**config.mk**
```make
export PLATFORM = sky130hd
export DESIGN_NAME = joy_select_reader
export DESIGN_NICKNAME = d
export VERILOG_FILES = /design/src/rtl/joy_pkg.sv /design/src/rtl/joy_sync.sv /design/src/rtl/joy_sel_reg.sv /design/src/rtl/joy_group_mux.sv /design/src/rtl/joy_select_reader.sv
export SDC_FILE = /design/constraint.sdc
export NUM_CORES = 1
export LEC_CHECK = 0
export BUFFER_PORTS_ARGS = -buffer_cell sky130_fd_sc_hd__buf_2
export CAP_MARGIN = 20
export CORE_MARGIN = 2
export CORE_UTILIZATION = 47
export DETAILED_ROUTE_END_ITERATION = 10
export GPL_TIMING_DRIVEN = 0
export HOLD_SLACK_MARGIN = 0.05
export PLACE_DENSITY = 0.85
export SYNTH_ARGS = -nofsm -noshare
export SYNTH_HDL_FRONTEND = slang
export SYNTH_HIERARCHICAL = 1
export SYNTH_SLANG_ARGS = --single-unit
```
**constraint.sdc**
```tcl
create_clock -name clk -period 1.7 [get_ports clk]
set_clock_uncertainty 0.1 [all_clocks]
set_input_delay 0.17 -clock clk [delete_from_list [all_inputs] [get_ports clk]]
set_output_delay 0.17 -clock clk [all_outputs]
set_load 0.1 [all_outputs]
```
**src/rtl/joy_pkg.sv**
```systemverilog
package joy_pkg;
  localparam int GROUP_W   = 4;
  localparam int BTN_W     = 2 * GROUP_W;
  localparam int REG_W     = 8;
  localparam int SEL_LSB   = 4;
  localparam int SEL_W     = 2;

  typedef enum logic [SEL_W-1:0] {
    GRP_BOTH = 2'b00,
    GRP_LOW  = 2'b01,
    GRP_HIGH = 2'b10,
    GRP_NONE = 2'b11
  } grp_sel_e;

  localparam logic [GROUP_W-1:0] MULTI_ID = '1;
endpackage

```
**src/rtl/joy_sync.sv**
```systemverilog
module joy_sync #(
  parameter int W      = 8,
  parameter int STAGES = 2
) (
  input  logic         clk,
  input  logic         rst_n,
  input  logic [W-1:0] d_i,
  output logic [W-1:0] q_o
);
  logic [W-1:0] stg [STAGES];
  logic         warm_q;

  always_ff @(posedge clk or negedge rst_n) begin
    if (!rst_n) warm_q <= 1'b0;
    else        warm_q <= 1'b1;
  end

  generate
    for (genvar i = 0; i < STAGES; i++) begin : g_stage
      if (i == 0) begin : g_first
        always_ff @(posedge clk or negedge rst_n) begin
          if (!rst_n) stg[0] <= '0;
          else        stg[0] <= d_i;
        end
        a_r8_first_stage: assert property (@(posedge clk) disable iff (!rst_n)
          warm_q |-> stg[0] == $past(d_i));
      end else begin : g_next
        always_ff @(posedge clk or negedge rst_n) begin
          if (!rst_n) stg[i] <= '0;
          else        stg[i] <= stg[i-1];
        end
        a_r8_chain_stage: assert property (@(posedge clk) disable iff (!rst_n)
          warm_q |-> stg[i] == $past(stg[i-1]));
      end
    end
  endgenerate

  assign q_o = stg[STAGES-1];
endmodule

```
**src/rtl/joy_sel_reg.sv**
```systemverilog
module joy_sel_reg
  import joy_pkg::*;
(
  input  logic             clk,
  input  logic             rst_n,
  input  logic             wr_i,
  input  logic [REG_W-1:0] wdata_i,
  output grp_sel_e         sel_o
);
  grp_sel_e sel_q;

  always_ff @(posedge clk or negedge rst_n) begin
    if (!rst_n)    sel_q <= GRP_BOTH;
    else if (wr_i) sel_q <= grp_sel_e'(wdata_i[SEL_LSB +: SEL_W]);
  end

  assign sel_o = sel_q;

  a_r2_sel_hold: assert property (@(posedge clk) disable iff (!rst_n)
    !wr_i |=> $stable(sel_q));
  a_r2_sel_load: assert property (@(posedge clk) disable iff (!rst_n)
    wr_i |=> sel_q == $past(wdata_i[SEL_LSB +: SEL_W]));
endmodule

```
**src/rtl/joy_group_mux.sv**
```systemverilog
module joy_group_mux
  import joy_pkg::*;
(
  input  grp_sel_e           sel_i,
  input  logic [BTN_W-1:0]   btn_i,
  input  logic               multi_i,
  output logic [GROUP_W-1:0] nib_o
);
  logic [GROUP_W-1:0] grp_lo, grp_hi;

  assign grp_lo = btn_i[0 +: GROUP_W];
  assign grp_hi = btn_i[GROUP_W +: GROUP_W];

  always_comb begin
    unique case (sel_i)
      GRP_HIGH: nib_o = grp_hi;
      GRP_LOW:  nib_o = grp_lo;
      GRP_BOTH: nib_o = grp_hi | grp_lo;
      default:  nib_o = multi_i ? MULTI_ID : '0;
    endcase
  end
endmodule

```
**src/rtl/joy_select_reader.sv**
```systemverilog
module joy_select_reader
  import joy_pkg::*;
#(
  parameter int SYNC_STAGES = 2
) (
  input  logic       clk,
  input  logic       rst_n,
  input  logic [7:0] btn_pressed_i,
  input  logic       multi_mode_i,
  input  logic       reg_wr_i,
  input  logic [7:0] reg_wdata_i,
  output logic [7:0] reg_rdata_o
);
  localparam int TOP_W = REG_W - SEL_LSB - SEL_W;

  logic [BTN_W-1:0]   btn_sync;
  grp_sel_e           sel;
  logic [GROUP_W-1:0] nib;

  joy_sync #(.W(BTN_W), .STAGES(SYNC_STAGES)) u_sync (
    .clk(clk), .rst_n(rst_n), .d_i(btn_pressed_i), .q_o(btn_sync)
  );

  joy_sel_reg u_sel (
    .clk(clk), .rst_n(rst_n), .wr_i(reg_wr_i), .wdata_i(reg_wdata_i), .sel_o(sel)
  );

  joy_group_mux u_mux (
    .sel_i(sel), .btn_i(btn_sync), .multi_i(multi_mode_i), .nib_o(nib)
  );

  assign reg_rdata_o = {{TOP_W{1'b1}}, sel, ~nib};

  a_r7_top_ones: assert property (@(posedge clk) disable iff (!rst_n)
    reg_rdata_o[REG_W-1 -: TOP_W] == '1);
  a_r6_multi_id: assert property (@(posedge clk) disable iff (!rst_n)
    (sel == GRP_NONE) |-> reg_rdata_o[GROUP_W-1:0] == (multi_mode_i ? 4'h0 : 4'hF));
  a_r3_high_group: assert property (@(posedge clk) disable iff (!rst_n)
    (sel == GRP_HIGH) |-> reg_rdata_o[GROUP_W-1:0] == ~btn_sync[BTN_W-1 -: GROUP_W]);
  a_r4_low_group: assert property (@(posedge clk) disable iff (!rst_n)
    (sel == GRP_LOW) |-> reg_rdata_o[GROUP_W-1:0] == ~btn_sync[GROUP_W-1:0]);
  a_r5_merged: assert property (@(posedge clk) disable iff (!rst_n)
    (sel == GRP_BOTH) |-> reg_rdata_o[GROUP_W-1:0] ==
      ~(btn_sync[GROUP_W-1:0] | btn_sync[BTN_W-1 -: GROUP_W]));
endmodule

```
==> results of run 1 <==
[synthesized netlist by cell type]
master / number
inv_1: 12
mux2_2: 2
nand3_2: 1
buf_4: 10
conb_1: 1
dfrtp_1: 18
o221ai_1: 4
[metrics by stage]
| step | hold slack, ns | setup WS (ns) | cells | util [%] | setup TNS (ns) |
|---|---|---|---|---|---|
| floorplan | -0.226 | -0.00511 | 49 | - | -0.0204 |
| global placement | -0.00687 | 0.163 | 83 | 60.9 | 0 |
| detailed placement | 0.00449 | 0.156 | 83 | 60.9 | 0 |
| CTS | 0.216 | -0.0624 | 100 | 74.6 | -0.232 |
| global route | 0.256 | -0.0289 | 100 | 79.5 | -0.0583 |
| finish | 0.234 | 0.0316 | 100 | 79.5 | 0 |
[worst max-delay path, cell delays in order (launching register included)]
cell	delay (ns)
dfrtp_4	0.55
o221ai_2	0.25
clkinvlp_4	0.12
buf_6	0.19
[cells by family (layout without fill, tap and decap cells)]
logic type | Yosys count | in the layout | share of synthesized area (%)
compound gates | 4 | 4 | 5.46
buf+inv | 22 | 58 | 18.7
flops | 18 | 18 | 70.2
mux | 2 | 2 | 3.51
other cells | 1 | 2 | 0.584
simple gates | 1 | 1 | 1.56
[final cells by class]
| cell class | instances | area [sq um] |
|---|---|---|
| buffer | 10 | 75.1 |
| clock buffer | 4 | 36.3 |
| fill | 74 | 264 |
| inverter | 12 | 60.1 |
| multi-input combinational | 9 | 119 |
| sequential | 18 | 458 |
| tap | 15 | 18.8 |
| timing repair buffer | 32 | 254 |
[sequential cells by signal, summed over array words and instances (netlist names)]
signal and count:
u_sync/q_o 8, u_sel/sel_o 2, u_sync/stg 8
[routing by layer]
layer | vias up | share of wire, %
met2 | 13 | 58
met4 | 0 | 0
met5 | - | 0
li1 | 208 | -
met3 | 0 | 4.3
met1 | 203 | 37
[where the power goes]
part           switching [W]  total (W)  internal (W)
combinational       0.000205   0.000309      0.000103
clock               0.000119   0.000249      0.000130
sequential         0.0000216   0.000477      0.000455
[worst paths after layout]
check | to | cells after the start
max in group asynchronous | u_sel/sel_o[0]$_DFFE_PN0P_ | 2
hold / removal | u_sync/stg[10]$_DFF_PN0_ | 2
hold reg to reg | u_sync/q_o[7]$_DFF_PN0_ | 0
min in group clk | u_sync/q_o[7]$_DFF_PN0_ | 0
setup / recovery | reg_rdata_o[3] | 3
setup reg to reg | u_sel/sel_o[1]$_DFFE_PN0P_ | 2
[repair_timing]
| item | CTS | global route |
|---|---|---|
| gates resized for setup | 4 | 11 |
| setup endpoints to repair | 4 | 4 |
| endpoints found under the hold margin | 28 | 0 |
| hold buffers | 13 | 0 |
[layout by cell type, fill, tap and decap left out, types with 2 or more instances in the layout]
| cell type | instances |
|---|---|
| inv_1 | 8 |
| conb_1 | 2 |
| dlygate4sd3_1 | 13 |
| dfrtp_4 | 2 |
| buf_6 | 3 |
| o221ai_2 | 3 |
| clkinvlp_4 | 4 |
| buf_4 | 10 |
| clkbuf_4 | 3 |
| buf_2 | 15 |
| dfrtp_1 | 16 |
| mux2_2 | 2 |
==> metrics.cfg, run 1 <==
[detailed_routing]
wl_per_cell_um=11.4
viasPerCell=4.24
vias=424
ant_nets=0
wl_um=1140
first_iter_violations=0
first_pass_iters=1
drc=0

[logic_synthesis]
syn-instance-count=48
ys_top_cells_by_area=dfrtp_1, buf_4, inv_1
ys_seq_area_share_pct=70.2
synth_top_area_share_pct=70.2
synth_warnings=6
yosysTopAreaCell=dfrtp_1
yosysUniqueCellTypes=7
avgSynthCellArea_sq_um=13.4
ys_ff_latch=18
syn-cell-area_sq_um=642

[cells_and_area]
syn2layout_area_growth_pct=59.1
antenna-diode-count=0
fin_area_sq_mm=0.00102
nNetsFinal=106
drive_gt1_share_pct=54.1

[global_route]
grt_pass1_wl_um=1730
globalRouteOverflowTotal=0
grt_use_met3_pct=4.89
grt_max_degree=19
grt_pass1_vias=446
track_usage_pct=16.9
antenna_found_initial=0
met1_usage_pct=18.2
top_usage_layer=met2
grt.met2_usage_pct=31.3

[floorplanning]
dieArea_sq_mm=0.00168
rows=13
start_util_pct=50.0
chipHeight_um=41.0
io_pins=28
core_area_sq_mm=0.00128
die_x_um=41.0

[placement]
dpl_cell_area_sq_um=782
gp_congestion=0.648
port-buffer-count=19
hpwl_um=661

[cts]
postCtsSetupRepairBufs=0
clock_sinks=18
cts_root_buf=clkbuf_4
h-tree-depth=1
worstSkewPairLatency_ns=0.28
cts_tree=done
clk_pin_slew_worst_paths_ns=0.10
numCtsBuffers=3
cts.path.max_buffers=2

[worst_setup_path]
cp.required_ns=1.43
r2r-start=u_sel/sel_o[1]$_DFFE_PN0P_
worstSetupPathType=flop to primary output
regToRegSetupSlack_ns=0.08
cp_max_fo=7
endpoint_kind=primary output
cp.arrival_ns=1.40
crit_start=u_sel/sel_o[0]$_DFFE_PN0P_
setup.worst_path.start_class=flop

[sta]
hold_viol=0
post-route-period-util_pct=98.1
maxSlewViolCount=0
period_needed_ns=1.67
max_freq_mhz=599
final-setup-viol-count=0
grt_setup_unrepaired=yes

[job]
cap_violations=0

[power]
total_power_w=0.00103
peakVddDrop_uv=843
leakage_nw=0.487
powerDensity_mw_per_mm2=1010

[outcome]
outcome=completed

[min_path]
hold_class=primary input to async pin

No activity file was read; power rests on OpenSTA's default activity.
==> run 2, diff against run 1 <==
--- a/config.mk
+++ b/config.mk
@@ -7,12 +7,12 @@
 export LEC_CHECK = 0
 export BUFFER_PORTS_ARGS = -buffer_cell sky130_fd_sc_hd__buf_2
 export CAP_MARGIN = 20
-export CORE_MARGIN = 2
-export CORE_UTILIZATION = 47
+export CORE_MARGIN = 3
+export CORE_UTILIZATION = 39
 export DETAILED_ROUTE_END_ITERATION = 10
 export GPL_TIMING_DRIVEN = 0
 export HOLD_SLACK_MARGIN = 0.05
-export PLACE_DENSITY = 0.85
+export PLACE_DENSITY = 0.76
 export SYNTH_ARGS = -nofsm -noshare
 export SYNTH_HDL_FRONTEND = slang
 export SYNTH_HIERARCHICAL = 1
==> constraint.sdc (replaced) <==
create_clock -name clk -period 1.4 [get_ports clk]
set_clock_uncertainty 0.1 [all_clocks]
set_input_delay 0.14 -clock clk [delete_from_list [all_inputs] [get_ports clk]]
set_output_delay 0.14 -clock clk [all_outputs]
set_load 0.1 [all_outputs]
==> metrics.cfg, run 2 (same netlist as run 1, synthesis figures left out) <==
[global_route]
grt_max_degree=19  ; unchanged
grt_pass1_vias=380  ; -15%
antenna_found_initial=0  ; unchanged
globalRouteOverflowTotal=0  ; unchanged
grt_pass1_wl_um=1480  ; -14%
track_usage_pct=10.2  ; -6.7 points

[sta]
period_needed_ns=1.64
grt_setup_unrepaired=yes
max_freq_mhz=609
layout_setup_ws_ns=-0.243  ; -0.275 ns
hold_viol=0  ; unchanged
maxSlewViolCount=0  ; unchanged
final-setup-viol-count=5  ; +5
hold_ws_ns=0.193  ; -0.0417 ns
post-route-period-util_pct=117

[worst_setup_path]
cp.required_ns=1.16  ; -0.27 ns
cp.arrival_ns=1.40  ; about the same
cp_max_fo=7  ; unchanged
setup.worst_path.start_class=flop
endpoint_kind=primary output
worstSetupPathType=flop to primary output

[outcome]
outcome=complete, but fails checks
violations=setup timing

[floorplanning]
rows=14  ; +1
chipHeight_um=46.6  ; +14%
dieArea_sq_mm=0.00217  ; +29%
core_area_sq_mm=0.00152  ; +19%
die_x_um=46.6  ; +14%
io_pins=28  ; unchanged
start_util_pct=42.1  ; -7.8 points

[cts]
postCtsSetupRepairBufs=0  ; unchanged
clock_sinks=18  ; unchanged
cts_tree=done
worstSkewPairLatency_ns=0.28  ; about the same
cts_root_buf=clkbuf_4
clk_pin_slew_worst_paths_ns=0.10  ; about the same
numCtsBuffers=3  ; unchanged
cts.path.max_buffers=2  ; unchanged
h-tree-depth=1  ; unchanged

[cells_and_area]
final_common_cell=dfrtp_1
drive_gt1_share_pct=53.6  ; -0.55 points
fin_cells=100  ; unchanged
final_cell_mix=dfrtp_1, buf_2, dlygate4sd3_1
final.fill_count=116  ; +57%
nNetsFinal=105  ; -0.94%
syn2layout_area_growth_pct=57.3
antenna-diode-count=0  ; unchanged

[power]
p_clk_share_pct=20.5  ; -3.6 points
p_int_w=0.000789  ; +15%
seq_power_share_pct=48.3  ; +2.2 points
leakage_nw=0.480  ; -1.5%
powerDensity_mw_per_mm2=1190  ; +17%
p_switching_w=0.000408  ; +18%
peakVddDrop_uv=629  ; -25%
p_comb_share_pct=31.2  ; +1.4 points
swShare_pct=34.1  ; +0.67 points

[min_path]
hold_class=primary input to async pin

[placement]
port-buffer-count=19  ; unchanged
gp_congestion=0.777  ; +20%
place_ws_ns=-0.0982  ; -0.255 ns
placed_cells=84  ; +1.2%

[detailed_routing]
ant_nets=0  ; unchanged
wl_um=960  ; -16%
vias=399  ; -5.9%
wl_per_cell_um=9.60  ; -16%
drc=0  ; unchanged
first_pass_iters=2  ; +1
viasPerCell=3.99  ; -5.9%
first_iter_violations=1  ; +1

[job]
cap_violations=0  ; unchanged

run 2: cell types whose count changed in the layout (fill, tap and decap cells not counted), sizes merged:
cell | previous run | this run
dlygate4sd3 | 13 | 12
run 2: path summary, 6_finish.rpt:
check | start | endpoint | slack, ns | depth (start not counted)
setup / recovery | u_sel/sel_o[0]$_DFFE_PN0P_ | reg_rdata_o[2] | -0.24 | 3
min in group clk | u_sync/stg[13]$_DFF_PN0_ | u_sync/q_o[5]$_DFF_PN0_ | 0.26 | 0
hold / removal | rst_n | u_sync/q_o[1]$_DFF_PN0_ | 0.19 | 2
hold reg to reg | u_sync/stg[13]$_DFF_PN0_ | u_sync/q_o[5]$_DFF_PN0_ | 0.26 | 0
max in group asynchronous | rst_n | u_sel/sel_o[0]$_DFFE_PN0P_ | 0.72 | 2
setup reg to reg | u_sel/sel_o[0]$_DFFE_PN0P_ | u_sel/sel_o[0]$_DFFE_PN0P_ | 0.35 | 1
run 2: metal layers:
metal  vias up  GRT usage (%)  share of wire, %
met4         0           5.11                 0
met1       184           11.8                37
li1        206              -                 -
met5         -              0                 0
met2         9           17.3                58
met3         0           2.34               5.1
run 2: through the flow:
stage	utilization [%]	total power [W]	TNS (ns)	cell area [sq um]
6_report	66.3	0.00120	-0.999	1010
5_1_grt	66.3	0.00125	-1.28	1010
4_1_cts	64.9	0.00119	-1.04	990
3_5_place_dp	53.5	0.000897	-0.371	816
3_3_place_gp	53.5	0.000891	-0.290	816
2_1_floorplan	-	0.000840	-0.837	701
run 2: cell type report:
cell class	count	area, sq um	area share [%]
sequential	18	458	45.4
timing repair buffer	31	251	24.9
multi-input combinational	9	119	11.8
buffer	10	75.1	7.43
inverter	12	60.1	5.95
clock buffer	4	26.3	2.60
tap	16	20.0	1.98
run 2: worst max-delay path: stages, from the launching register on:
cell        delay, ns
dfrtp_4          0.55
o221ai_2         0.26
clkinvlp_4       0.12
buf_6            0.19
run 2: timing repair:
item / 4_1_cts / 5_1_grt
setup endpoints to repair: 6 / 5
pin swaps: 0 / 1
hold endpoints to repair: 28 / 0
hold buffers: 12 / 0
gates resized for setup: 9 / 3
run 2: power by group through the flow:
stage	combinational, W	sequential, W	clock [W]
floorplan	0.000214	0.000626	0
global placement	0.000306	0.000585	0
detailed placement	0.000310	0.000587	0
CTS	0.000361	0.000577	0.000251
global route	0.000391	0.000582	0.000275
finish	0.000374	0.000578	0.000245
==> run 3, diff against run 2 <==
==> constraint.sdc (replaced) <==
create_clock -name clk -period 1.4 [get_ports clk]
set_clock_uncertainty 0.1 [all_clocks]
set_input_delay 0.14 -clock clk [delete_from_list [all_inputs] [get_ports clk]]
set_output_delay 0.14 -clock clk [all_outputs]
set_load 0.01 [all_outputs]
==> metrics.cfg, run 3 (same netlist as run 1, synthesis figures left out) <==
[sta]
grt_setup_unrepaired=yes
max_freq_mhz=721  ; +18%
post-route-period-util_pct=99.1  ; -18 points
hold_ws_ns=0.193  ; +0.000745 ns
hold_viol=0  ; unchanged
layout_setup_ws_ns=0.0129  ; +0.256 ns
period_needed_ns=1.39  ; -0.256 ns
finalSetupTns_ns=0  ; +0.999 ns
maxSlewViolCount=0  ; unchanged
final-setup-viol-count=0  ; -5

[cells_and_area]
fin_cells=101  ; +1.0%
final_common_cell=buf_2
final_cell_mix=buf_2, dfrtp_1, inv_1, dlygate4sd3_1, buf_4
utilization_pct=61.7  ; -4.5 points
drive_gt1_share_pct=45.9  ; -7.7 points
antenna-diode-count=0  ; unchanged
syn2layout_area_growth_pct=46.6
nNetsFinal=106  ; +0.95%

[worst_setup_path]
crit_family=flip-flops
r2r-start=u_sel/sel_o[0]$_DFFE_PN0P_
path_buf_inv=2  ; unchanged
crit_start=u_sel/sel_o[0]$_DFFE_PN0P_
cp_max_fo=6  ; -1
worstPathCellList=nand3_4 -> o221ai_1 -> inv_1 -> buf_2
regToRegSetupSlack_ns=0.33  ; -0.02 ns
critical-path-max-stage-delay_ns=0.46  ; -0.09 ns
ff2ff_path_depth=2  ; +1
reg2reg_to=u_sel/sel_o[0]$_DFFE_PN0P_
cp.arrival_ns=1.15  ; -0.25 ns
endpoint_kind=primary output
cp.required_ns=1.16  ; about the same
worstSetupPathType=flop to primary output
setup.worst_path.start_class=flop
critical-path-slowest-cell=dfrtp_2

[cts]
cts.path.max_buffers=2  ; unchanged
clock_sinks=18  ; unchanged
clk_pin_slew_worst_paths_ns=0.09  ; about the same
h-tree-depth=1  ; unchanged
cts_root_buf=clkbuf_4
worstSkewPairLatency_ns=0.28  ; about the same
cts_tree=done
numCtsBuffers=3  ; unchanged

[placement]
hpwl_um=625
port-buffer-count=19  ; unchanged
placed_cells=84  ; unchanged
place_ws_ns=0.268  ; +0.366 ns
gp_congestion=0.621  ; -20%

[global_route]
track_usage_pct=12.1  ; +1.9 points
antenna_found_initial=0  ; unchanged
globalRouteOverflowTotal=0  ; unchanged
grt_pass1_wl_um=1660  ; +12%
grt_pass1_vias=403  ; +6.1%
grt_max_degree=19  ; unchanged

[detailed_routing]
vias=406  ; +1.8%
drc=0  ; unchanged
viasPerCell=4.02  ; +0.75%
first_iter_violations=2  ; +1
wl_um=1060  ; +10%
ant_nets=0  ; unchanged
wl_per_cell_um=10.5  ; +9.0%
first_pass_iters=2  ; unchanged

[floorplanning]
rows=14  ; unchanged
dieArea_sq_mm=0.00217  ; unchanged
die_x_um=46.6  ; unchanged
core_area_sq_mm=0.00152  ; unchanged
start_util_pct=42.1  ; unchanged
io_pins=28  ; unchanged
chipHeight_um=46.6  ; unchanged

[job]
cap_violations=0  ; unchanged

[power]
leakage_nw=0.496  ; +3.4%
powerDensity_mw_per_mm2=1080  ; -8.5%
peakVddDrop_uv=653  ; +3.8%

[min_path]
hold_class=primary input to async pin

[outcome]
outcome=completed

run 3: cell count changes in the layout (fill, tap and decap cells not counted), sizes merged:
cell	delta
clkinvlp	-4
inv	+4
buf	+1
run 3: worst reg2reg max path, stage by stage, from the launching register on:
cell	delay, ns
dfrtp_2	0.46
buf_4	0.15
mux2_2	0.25
run 3: worst max path at each step:
| stage | slack, ns | endpoint | cells after the start |
|---|---|---|---|
| 3_3_place_gp | 0.30 | reg_rdata_o[3] | 4 |
| 3_5_place_dp | 0.27 | reg_rdata_o[0] | 4 |
| 4_1_cts | -0.01 | reg_rdata_o[0] | 4 |
| 5_1_grt | -0.09 | reg_rdata_o[3] | 4 |
| 2_1_floorplan | 0.39 | reg_rdata_o[0] | 3 |
| 6_report | 0.01 | reg_rdata_o[0] | 4 |
run 3: final cells by class:
class / instances / area [sq um]
multi-input cells: 9 / 82.6
fillers: 114 / 583
plain buffers: 10 / 75.1
repair buffers: 32 / 229
clock buffers: 4 / 36.3
well taps: 16 / 20.0
flip-flops and latches: 18 / 453
inverters: 12 / 45.0
run 3: through the flow:
| stage | total power, W | instance area (sq um) |
|---|---|---|
| after global routing | 0.00108 | 941 |
| after detailed placement | 0.000690 | 761 |
| final | 0.00102 | 941 |
| after global placement | 0.000686 | 761 |
| after floorplan | 0.000634 | 646 |
| after CTS | 0.00103 | 935 |
run 3: what timing repair did:
action                                  in CTS  in global routing
pin swaps                                    0                  1
endpoints found under the setup margin       4                  4
hold buffers                                12                  0
setup buffers                                1                  0
resized for setup                            3                  1
hold endpoints to repair                    28                  0
run 3: power by group:
part	internal, W	switching, W
Combinational	0.0000921	0.0000595
Clock	0.000158	0.000143
Sequential	0.000549	0.0000180
run 3: per-layer routing:
metal | wire length (um) | GRT usage (%) | part of all wire [%] | vias to the layer above
met3 | 74 | 1.95 | 7.0 | 4
met5 | 0 | 0 | 0 | -
li1 | - | - | - | 207
met2 | 628 | 21.4 | 59 | 16
met1 | 324 | 11.3 | 31 | 179
met4 | 29 | 11.9 | 2.7 | 0
